**src/rtl/ssp_pkg.sv**
```systemverilog
// Shared definitions for the serial shift port.
// Assumes a 6-bit control word whose bit order is set by the struct below.
package ssp_pkg;
    localparam int SSP_DIV_W = 2;
    localparam int SSP_CFG_W = 6;

    typedef struct packed {
        logic                 irq_en;      // [5]
        logic [SSP_DIV_W-1:0] div_sel;     // [4:3]
        logic                 phase_alt;   // [2]
        logic                 dout_drive;  // [1]
        logic                 clk_master;  // [0]
    } ssp_cfg_t;
endpackage

```
**src/rtl/ssp_clkgen.sv**
```systemverilog
// Master shift-clock generator.
// While run is high it toggles sck every 2^div_sel system clocks and flags the
// edge it is about to make. When run is low, sck is held low and the count is cleared.
// Assumes div_sel does not change while run is high.
module ssp_clkgen #(
    parameter int DIV_W = 2
) (
    input  logic             clk,
    input  logic             rst_n,
    input  logic             run,
    input  logic [DIV_W-1:0] div_sel,
    output logic             sck,
    output logic             rise,
    output logic             fall
);
    localparam int CNT_W = 2 ** DIV_W;

    logic [CNT_W-1:0] cnt;
    logic [CNT_W-1:0] half_m1;
    logic             wrap;

    // Last count value of one half period.
    assign half_m1 = (CNT_W'(1) << div_sel) - CNT_W'(1);
    assign wrap    = run && (cnt == half_m1);
    assign rise    = wrap && !sck;
    assign fall    = wrap && sck;

    // Half-period counter and clock level.
    always_ff @(posedge clk) begin
        if (!rst_n || !run) begin
            cnt <= '0;
            sck <= 1'b0;
        end else if (wrap) begin
            cnt <= '0;
            sck <= ~sck;
        end else begin
            cnt <= cnt + CNT_W'(1);
        end
    end
endmodule

```
**src/rtl/ssp_edge_sync.sv**
```systemverilog
// Synchronizer and edge detector for an external clock pin.
// Produces one-cycle rise and fall strobes, STAGES+1 system clocks after the pin moves.
// Assumes the pin stays at each level for more than two system clocks.
module ssp_edge_sync #(
    parameter int STAGES = 2
) (
    input  logic clk,
    input  logic rst_n,
    input  logic pin,
    output logic rise,
    output logic fall
);
    logic [STAGES-1:0] sync_q;
    logic              prev_q;

    // Synchronizer chain followed by a delayed copy for edge detection.
    always_ff @(posedge clk) begin
        if (!rst_n) begin
            sync_q <= '0;
            prev_q <= 1'b0;
        end else begin
            sync_q <= {sync_q[STAGES-2:0], pin};
            prev_q <= sync_q[STAGES-1];
        end
    end

    assign rise = sync_q[STAGES-1] && !prev_q;
    assign fall = !sync_q[STAGES-1] && prev_q;
endmodule

```
**src/rtl/ssp_shifter.sv**
```systemverilog
// Shift register with phase-selectable sampling and a bit counter.
// Normal phase: sdi is held at rise and shifted in at fall, and sdo is the MSB.
// Alternate phase: sdo is updated at rise and sdi is shifted in at fall.
// Assumes rise and fall already carry the transfer gating.
// A load takes priority over a shift.
module ssp_shifter #(
    parameter int DATA_W = 8
) (
    input  logic              clk,
    input  logic              rst_n,
    input  logic              load_we,
    input  logic [DATA_W-1:0] load_data,
    input  logic              start,
    input  logic              phase_alt,
    input  logic              rise,
    input  logic              fall,
    input  logic              sdi,
    output logic [DATA_W-1:0] data,
    output logic              sdo,
    output logic              done
);
    localparam int CNT_W = $clog2(DATA_W);

    logic [CNT_W-1:0] bit_cnt;
    logic             held_q;
    logic             out_q;

    assign done = fall && (bit_cnt == CNT_W'(DATA_W - 1));
    assign sdo  = phase_alt ? out_q : data[DATA_W-1];

    // Shift register: parallel load, or one bit per falling edge.
    always_ff @(posedge clk) begin
        if (!rst_n)
            data <= '0;
        else if (load_we)
            data <= load_data;
        else if (fall)
            data <= {data[DATA_W-2:0], phase_alt ? sdi : held_q};
    end

    // Rising-edge registers: held input (normal) and output bit (alternate).
    always_ff @(posedge clk) begin
        if (!rst_n) begin
            held_q <= 1'b0;
            out_q  <= 1'b0;
        end else if (rise) begin
            held_q <= sdi;
            out_q  <= data[DATA_W-1];
        end
    end

    // Bit counter: cleared on start, advanced on each falling edge.
    always_ff @(posedge clk) begin
        if (!rst_n || start)
            bit_cnt <= '0;
        else if (fall)
            bit_cnt <= bit_cnt + CNT_W'(1);
    end
endmodule

```
**src/rtl/ssp_port.sv**
```systemverilog
// Top of the serial shift port.
// Holds the control word and the busy flag, picks the master or slave clock
// source, and raises the byte-complete interrupt.
// Assumes the host changes the control word and loads data only while the port is idle.
module ssp_port #(
    parameter int DATA_W      = 8,
    parameter int SYNC_STAGES = 2
) (
    input  logic              clk,
    input  logic              rst_n,
    input  logic              ctl_we,
    input  logic [5:0]        ctl_wdata,
    input  logic              busy_we,
    input  logic              busy_wval,
    input  logic              load_we,
    input  logic [DATA_W-1:0] load_data,
    output logic [DATA_W-1:0] rd_data,
    output logic              busy,
    output logic              irq,
    input  logic              sck_in,
    output logic              sck_out,
    output logic              sck_oe,
    input  logic              sdi,
    output logic              sdo,
    output logic              sdo_oe
);
    import ssp_pkg::*;

    ssp_cfg_t cfg_q;
    logic     run, start, done;
    logic     m_sck, m_rise, m_fall;
    logic     s_rise, s_fall;
    logic     sh_rise, sh_fall;

    // A software clear stops all activity in the same cycle it is written.
    assign run   = busy && !(busy_we && !busy_wval);
    assign start = busy_we && busy_wval;

    // Control word register.
    always_ff @(posedge clk) begin
        if (!rst_n)
            cfg_q <= '0;
        else if (ctl_we)
            cfg_q <= ssp_cfg_t'(ctl_wdata);
    end

    // Busy flag: host write wins, otherwise cleared when a byte completes.
    always_ff @(posedge clk) begin
        if (!rst_n)
            busy <= 1'b0;
        else if (busy_we)
            busy <= busy_wval;
        else if (done)
            busy <= 1'b0;
    end

    // Interrupt pulse one cycle after completion.
    always_ff @(posedge clk) begin
        if (!rst_n)
            irq <= 1'b0;
        else
            irq <= done && cfg_q.irq_en;
    end

    ssp_clkgen #(.DIV_W(SSP_DIV_W)) u_clkgen (
        .clk     (clk),
        .rst_n   (rst_n),
        .run     (run && cfg_q.clk_master),
        .div_sel (cfg_q.div_sel),
        .sck     (m_sck),
        .rise    (m_rise),
        .fall    (m_fall)
    );

    ssp_edge_sync #(.STAGES(SYNC_STAGES)) u_sync (
        .clk   (clk),
        .rst_n (rst_n),
        .pin   (sck_in),
        .rise  (s_rise),
        .fall  (s_fall)
    );

    assign sh_rise = cfg_q.clk_master ? m_rise : (run && s_rise);
    assign sh_fall = cfg_q.clk_master ? m_fall : (run && s_fall);

    ssp_shifter #(.DATA_W(DATA_W)) u_shifter (
        .clk       (clk),
        .rst_n     (rst_n),
        .load_we   (load_we),
        .load_data (load_data),
        .start     (start),
        .phase_alt (cfg_q.phase_alt),
        .rise      (sh_rise),
        .fall      (sh_fall),
        .sdi       (sdi),
        .data      (rd_data),
        .sdo       (sdo),
        .done      (done)
    );

    assign sck_out = cfg_q.clk_master && m_sck;
    assign sck_oe  = cfg_q.clk_master;
    assign sdo_oe  = cfg_q.dout_drive;
endmodule

```
**config.mk**
```make
export PLATFORM = sky130hd
export DESIGN_NAME = ssp_port
export DESIGN_NICKNAME = d
export VERILOG_FILES = /design/src/rtl/ssp_pkg.sv /design/src/rtl/ssp_clkgen.sv /design/src/rtl/ssp_edge_sync.sv /design/src/rtl/ssp_shifter.sv /design/src/rtl/ssp_port.sv
export SDC_FILE = /design/constraint.sdc
export NUM_CORES = 1
export LEC_CHECK = 0
export CAP_MARGIN = 20
export CORE_MARGIN = 4
export CORE_UTILIZATION = 45
export CTS_CLUSTER_DIAMETER = 60
export CTS_CLUSTER_SIZE = 16
export DETAILED_ROUTE_END_ITERATION = 12
export GPL_TIMING_DRIVEN = 0
export PLACE_DENSITY_LB_ADDON = 0.25
export REMOVE_ABC_BUFFERS = 1
export SLEW_MARGIN = 30
export SYNTH_ARGS = -nofsm -noshare
export SYNTH_HDL_FRONTEND = slang
export SYNTH_HIERARCHICAL = 1
export SYNTH_SLANG_ARGS = --single-unit
```
**constraint.sdc**
```tcl
create_clock -name clk -period 5.1 [get_ports clk]
set_clock_uncertainty 0.1 [all_clocks]
set_input_delay 0.51 -clock clk [delete_from_list [all_inputs] [get_ports clk]]
set_output_delay 0.51 -clock clk [all_outputs]
set_load 0.005 [all_outputs]
```
== After elaboration in Yosys (flattened, before gate mapping) ==
Cells that the tools add are included.
Operators by class
  multiplexer cells: 8
  reductions and logical operators: 26
  add/sub/neg operators: 3
  shift operators: 1
  eq/ne operators: 2
  bitwise gates (word level): 1
Operators with widths (number)
  8-bit two-way mux: 2
  1-bit logical AND: 14
  1-bit zero test: 7
  1-bit two-way mux: 6
  4-bit by 1-bit adder with 4-bit output, second input constant: 1
  4-bit == test: 1
  2-bit nonzero test: 2
  1-bit by 2-bit << shifter with 4-bit output, first input constant: 1
  4-bit by 2-bit subtractor with 4-bit output, second input constant: 1
  3-bit by 1-bit adder with 3-bit output, second input constant: 1
  3-bit == test, second input constant: 1
  1-bit logical OR: 2
  2-bit OR reduction: 1
  1-bit NOT: 1
Storage, ports and cells
  bits in registers: 29
  word-level logic and storage cells: 56
  input port bits: 22
  output and inout port bits: 14

== Longest topological paths before layout ==
  depth after elaboration: 11
  mapped depth: 10
  mapped depth without buffers: 9

== By module ==
Netlist, hierarchy kept.
Modules (own cells, without submodules)
  ssp_shifter: cells each 57, times used 1, seq. area each 260.2 µm², area each 655.6 µm²
  ssp_port: cells each 32, times used 1, seq. area each 160.2 µm², area each 349.1 µm²
  ssp_clkgen: cells each 28, times used 1, seq. area each 100.1 µm², area each 285.3 µm²
  ssp_edge_sync: cells each 8, times used 1, seq. area each 60.1 µm², area each 91.3 µm²

== Worst setup path after synthesis ==
OpenSTA, ideal clock, no wires.
  kind: input-to-reg
  start: input busy_wval
  end: register u_shifter.data[3]
  stages on the path: 9
  arrival time: 2127 ps
  slack: 2757 ps
  data required time: 4884 ps
  setup time: 116 ps
  path buffers: 1
  cells stage by stage: nand2b_1 -> and3_2 -> and2b_1 -> o21ai_2 -> nor4b_1 -> a32o_2 -> buf_6 -> mux2_4 -> o211a_1
Between the ends
  longest elaborated chain between the ends: 9
  elaborated cells between the ends (all ways): 10
  those cells by class: mux: 1; reduce/logical: 9
RTL lines
  start: declaration: RTL line ssp_port.sv:14  | input logic busy_wval,
  1-bit zero test: RTL line ssp_port.sv:36  | assign run = busy && !(busy_we && !busy_wval);
  1-bit logical AND: RTL line ssp_port.sv:36
  1-bit zero test: RTL line ssp_port.sv:36
  1-bit logical AND: RTL line ssp_port.sv:36
  1-bit logical AND: RTL line ssp_port.sv:68  | .run (run && cfg_q.clk_master),
  1-bit logical AND: RTL line ssp_clkgen.sv:24  | assign wrap = run && (cnt == half_m1);
  1-bit logical AND: RTL line ssp_clkgen.sv:26  | assign fall = wrap && sck;
  net m_fall: RTL line ssp_port.sv:31  | logic m_sck, m_rise, m_fall;
  1-bit two-way mux: RTL line ssp_port.sv:84  | assign sh_fall = cfg_q.clk_master ? m_fall : (run && s_fall);
  net sh_fall: RTL line ssp_port.sv:33  | logic sh_rise, sh_fall;
  2-bit nonzero test (no source line)
  end signal: assignment: RTL line ssp_shifter.sv:36  | data <= load_data;
  end signal: assignment: RTL line ssp_shifter.sv:38  | data <= {data[DATA_W-2:0], phase_alt ? sdi : held_q};
  end: declaration: RTL line ssp_shifter.sv:18  | output logic [DATA_W-1:0] data,
The timed path passes the listed nets, and every way through them passes these cells.
A chain may end at the register's enable or synchronous reset.

== Worst setup path in the final report ==
  start: input busy_wval
  end: register u_shifter.data[2]
Same word-level chain as after synthesis.

==> out/results.ini <==
[route]
vias_per_cell = 5.28
drtIter0Drc = 35
wire_per_inst_um = 14.5
drc_errors = 0
num_vias = 1029
drt_pass1_iterations = 4
route.final.wire_length_mm = 2.82
ant_nets = 0

[clock_tree]
cts_max_level = 2
insertion_delay_ns = 0.32
clk_pin_slew_ns = 0.09
cts_tree = yes
clockBufferDepth = 2
cts_root_buffer = clkbuf_4
cts_made_buffers = 5
post-cts-setup-buffers = 0
cts.repair.resized = 0
cts_num_sinks = 29
postCtsHoldBufs = 0

[synth]
yosys_warnings = 6
synth_simple_gate_area_share_pct = 22.6
ys_seq_elements = 29
synthXorXnorAreaFrac_pct = 1.90
syn_inst = 125
syn_area_per_cell_um2 = 11.1
synthAdderAreaFrac_pct = 2.72
synth_area_um2 = 1380
synth_edf_count = 0
synth.yosys.seq_area_share_pct = 42.0
synth-compound-area-share_pct = 12.7
async_flop_share_pct = 0
synth_top_family_by_area = simple AND/OR/NAND/NOR gates
yosysUniqueCellTypes = 35
synthMuxAreaShare_pct = 15.9
synth-main-ff-cell = dfxtp_1

[global_route]
gr-total-overflow = 0
grt_max_degree = 27
track_usage_pct = 15.7
antenna_found_initial = 0
grt_pass1_wl_mm = 4.97
grt_pass1_vias = 1099

[final_layout]
nNetsFinal = 188
final_common_cell = clkdlybuf4s50_1
layout_common_cells = clkdlybuf4s50_1, dfxtp_1, nor2b_1, mux2i_1, nand2b_1
drive_above_1_share_pct = 15.9
n_fill_cell = 251
utilization_pct = 63.6
syn_to_final_growth_pct = 31.3
antenna_cells = 0

[timing]
maxClockFrequency_mhz = 348
period_share_pct = 56.3
hold_violations = 0
drv_slew = 0
tns_ns = 0
finalSetupViolations = 0
grt_setup_unrepaired = false
slew_headroom_pct = 47.3
tightest_slew_ns = 0.788
fin_ws_ns = 2.23
period_needed_ns = 2.87

[min_path]
whs_path_depth = 1
min-delay-path-class = flip-flop to flip-flop

[die]
start_util_pct = 48.4
dieHeight_um = 63.4
ios = 36
rows = 19
dieArea_um2 = 4020
die_x_um = 63.4
core_um2 = 2850

[pwr]
peakVddDrop_v = 0.000183
cellPowerDensity_nw_per_um2 = 255
power.leakage_uw = 0.000779

[worst_setup_path]
worstSetupEndpointType = flip-flop
path_cells = clkdlybuf4s50_1, nand2b_1, and3_2, and2b_1, o21ai_2, nor4b_1, a32o_2, mux2_2, o211a_1
r2r_cells = 7
critPathArrivalTime_ns = 2.99
critPathCapture = u_shifter/data[2]
critical_path_class = input port to flip-flop
cp.depth = 9
path_buf_inv = 1
r2r_slack_ns = 2.54
critical-path-top-delay-family = simple AND/OR/NAND/NOR gates
startpoint = busy_wval
worst_r2r_endpoint = u_shifter/data[2]
max_stage_delay_ns = 0.47
critPathLaunchType = input port
critPathSlowestCell = clkdlybuf4s50_1
regToRegStartpoint = sck_oe
required_ns = 5.22
cp_max_fo = 13

[placement]
routabilityCongestion = 0.673
pre_cts_ws_ns = 1.87
dp.final_hpwl_mm = 2.11
io_buffers = 35

[flow_run]
max_cap_viol_count = 0

[status]
status = complete, no violations

## worst min-delay path by stage
stage	to	slack (ns)	startpoint
2_1_floorplan	u_sync/sync_q[1]	0.31	u_sync/sync_q[0]
3_3_place_gp	u_sync/sync_q[1]	0.33	u_sync/sync_q[0]
3_5_place_dp	u_sync/sync_q[1]	0.32	u_sync/sync_q[0]
4_1_cts	u_sync/sync_q[1]	0.35	u_sync/sync_q[0]
5_1_grt	u_sync/sync_q[1]	0.37	u_sync/sync_q[0]
6_report	u_sync/sync_q[1]	0.34	u_sync/sync_q[0]
## state kept, by name (all words and copies together), names as in the netlist, 2 cells and up
| signal | flops |
|---|---|
| cfg_q | 4 |
| u_clkgen/cnt | 4 |
| u_shifter/bit_cnt | 3 |
| u_shifter/data | 8 |
| u_sync/sync_q | 2 |
## layout make-up
class,instances,area [um2],area share (%)
inverter,1,3.75,0.207
multi-input combinational,91,769,42.4
sequential,29,581,32.0
clock buffer,7,65.1,3.59
clock inverter,1,5.00,0.276
tap,31,38.8,2.14
timing repair buffer,35,350,19.3
## per-layer routing
layer  up-vias  GRT usage (%)  wire length (um)
met3         4           4.97               123
li1        517              -                 -
met2        22           28.4              1500
met4         0           5.66                31
met1       486           16.8              1170
met5         -              0                 0
## where the power goes
part / internal [uW] / switching (uW) / total [uW]
Clock: 79.8 / 78.5 / 158
Sequential: 235 / 7.67 / 243
Combinational: 40.6 / 19.8 / 60.4
## cell usage after synthesis (2+ instances only)
master / n / area, um2
nor2b_1: 13 / 81.3
nor2_1: 9 / 33.8
a32o_2: 2 / 22.5
nand3_1: 2 / 10.0
xnor2_1: 2 / 17.5
mux2i_1: 11 / 110
and2_1: 5 / 31.3
dfxtp_1: 29 / 581
o211a_1: 8 / 80.1
mux2_4: 5 / 75.1
ha_1: 3 / 37.5
mux2_2: 3 / 33.8
nand2b_1: 10 / 62.6
and2_2: 2 / 15.0
## kinds of logic after synthesis
kind of cell               count (synthesis)
AOI/OAI and AO/OA                         17
xor gates and xnor gates                   3
adders and majority gates                  3
buffers and inverters                      5
DFF                                       29
muxes                                     19
and+or+nand+nor                           49
## stage by stage
| stage | total power [uW] | hold slack (ns) | cells | instance area, um2 |
|---|---|---|---|---|
| detailed placement | 309 | 0.325 | 187 | 1740 |
| CTS | 468 | 0.347 | 195 | 1810 |
| floorplan | 270 | 0.312 | 121 | 1350 |
| global placement | 306 | 0.328 | 187 | 1740 |
| finish | 462 | 0.343 | 195 | 1810 |
| global route | 483 | 0.365 | 195 | 1810 |
Note: power is estimated with default switching activity, not from simulation.
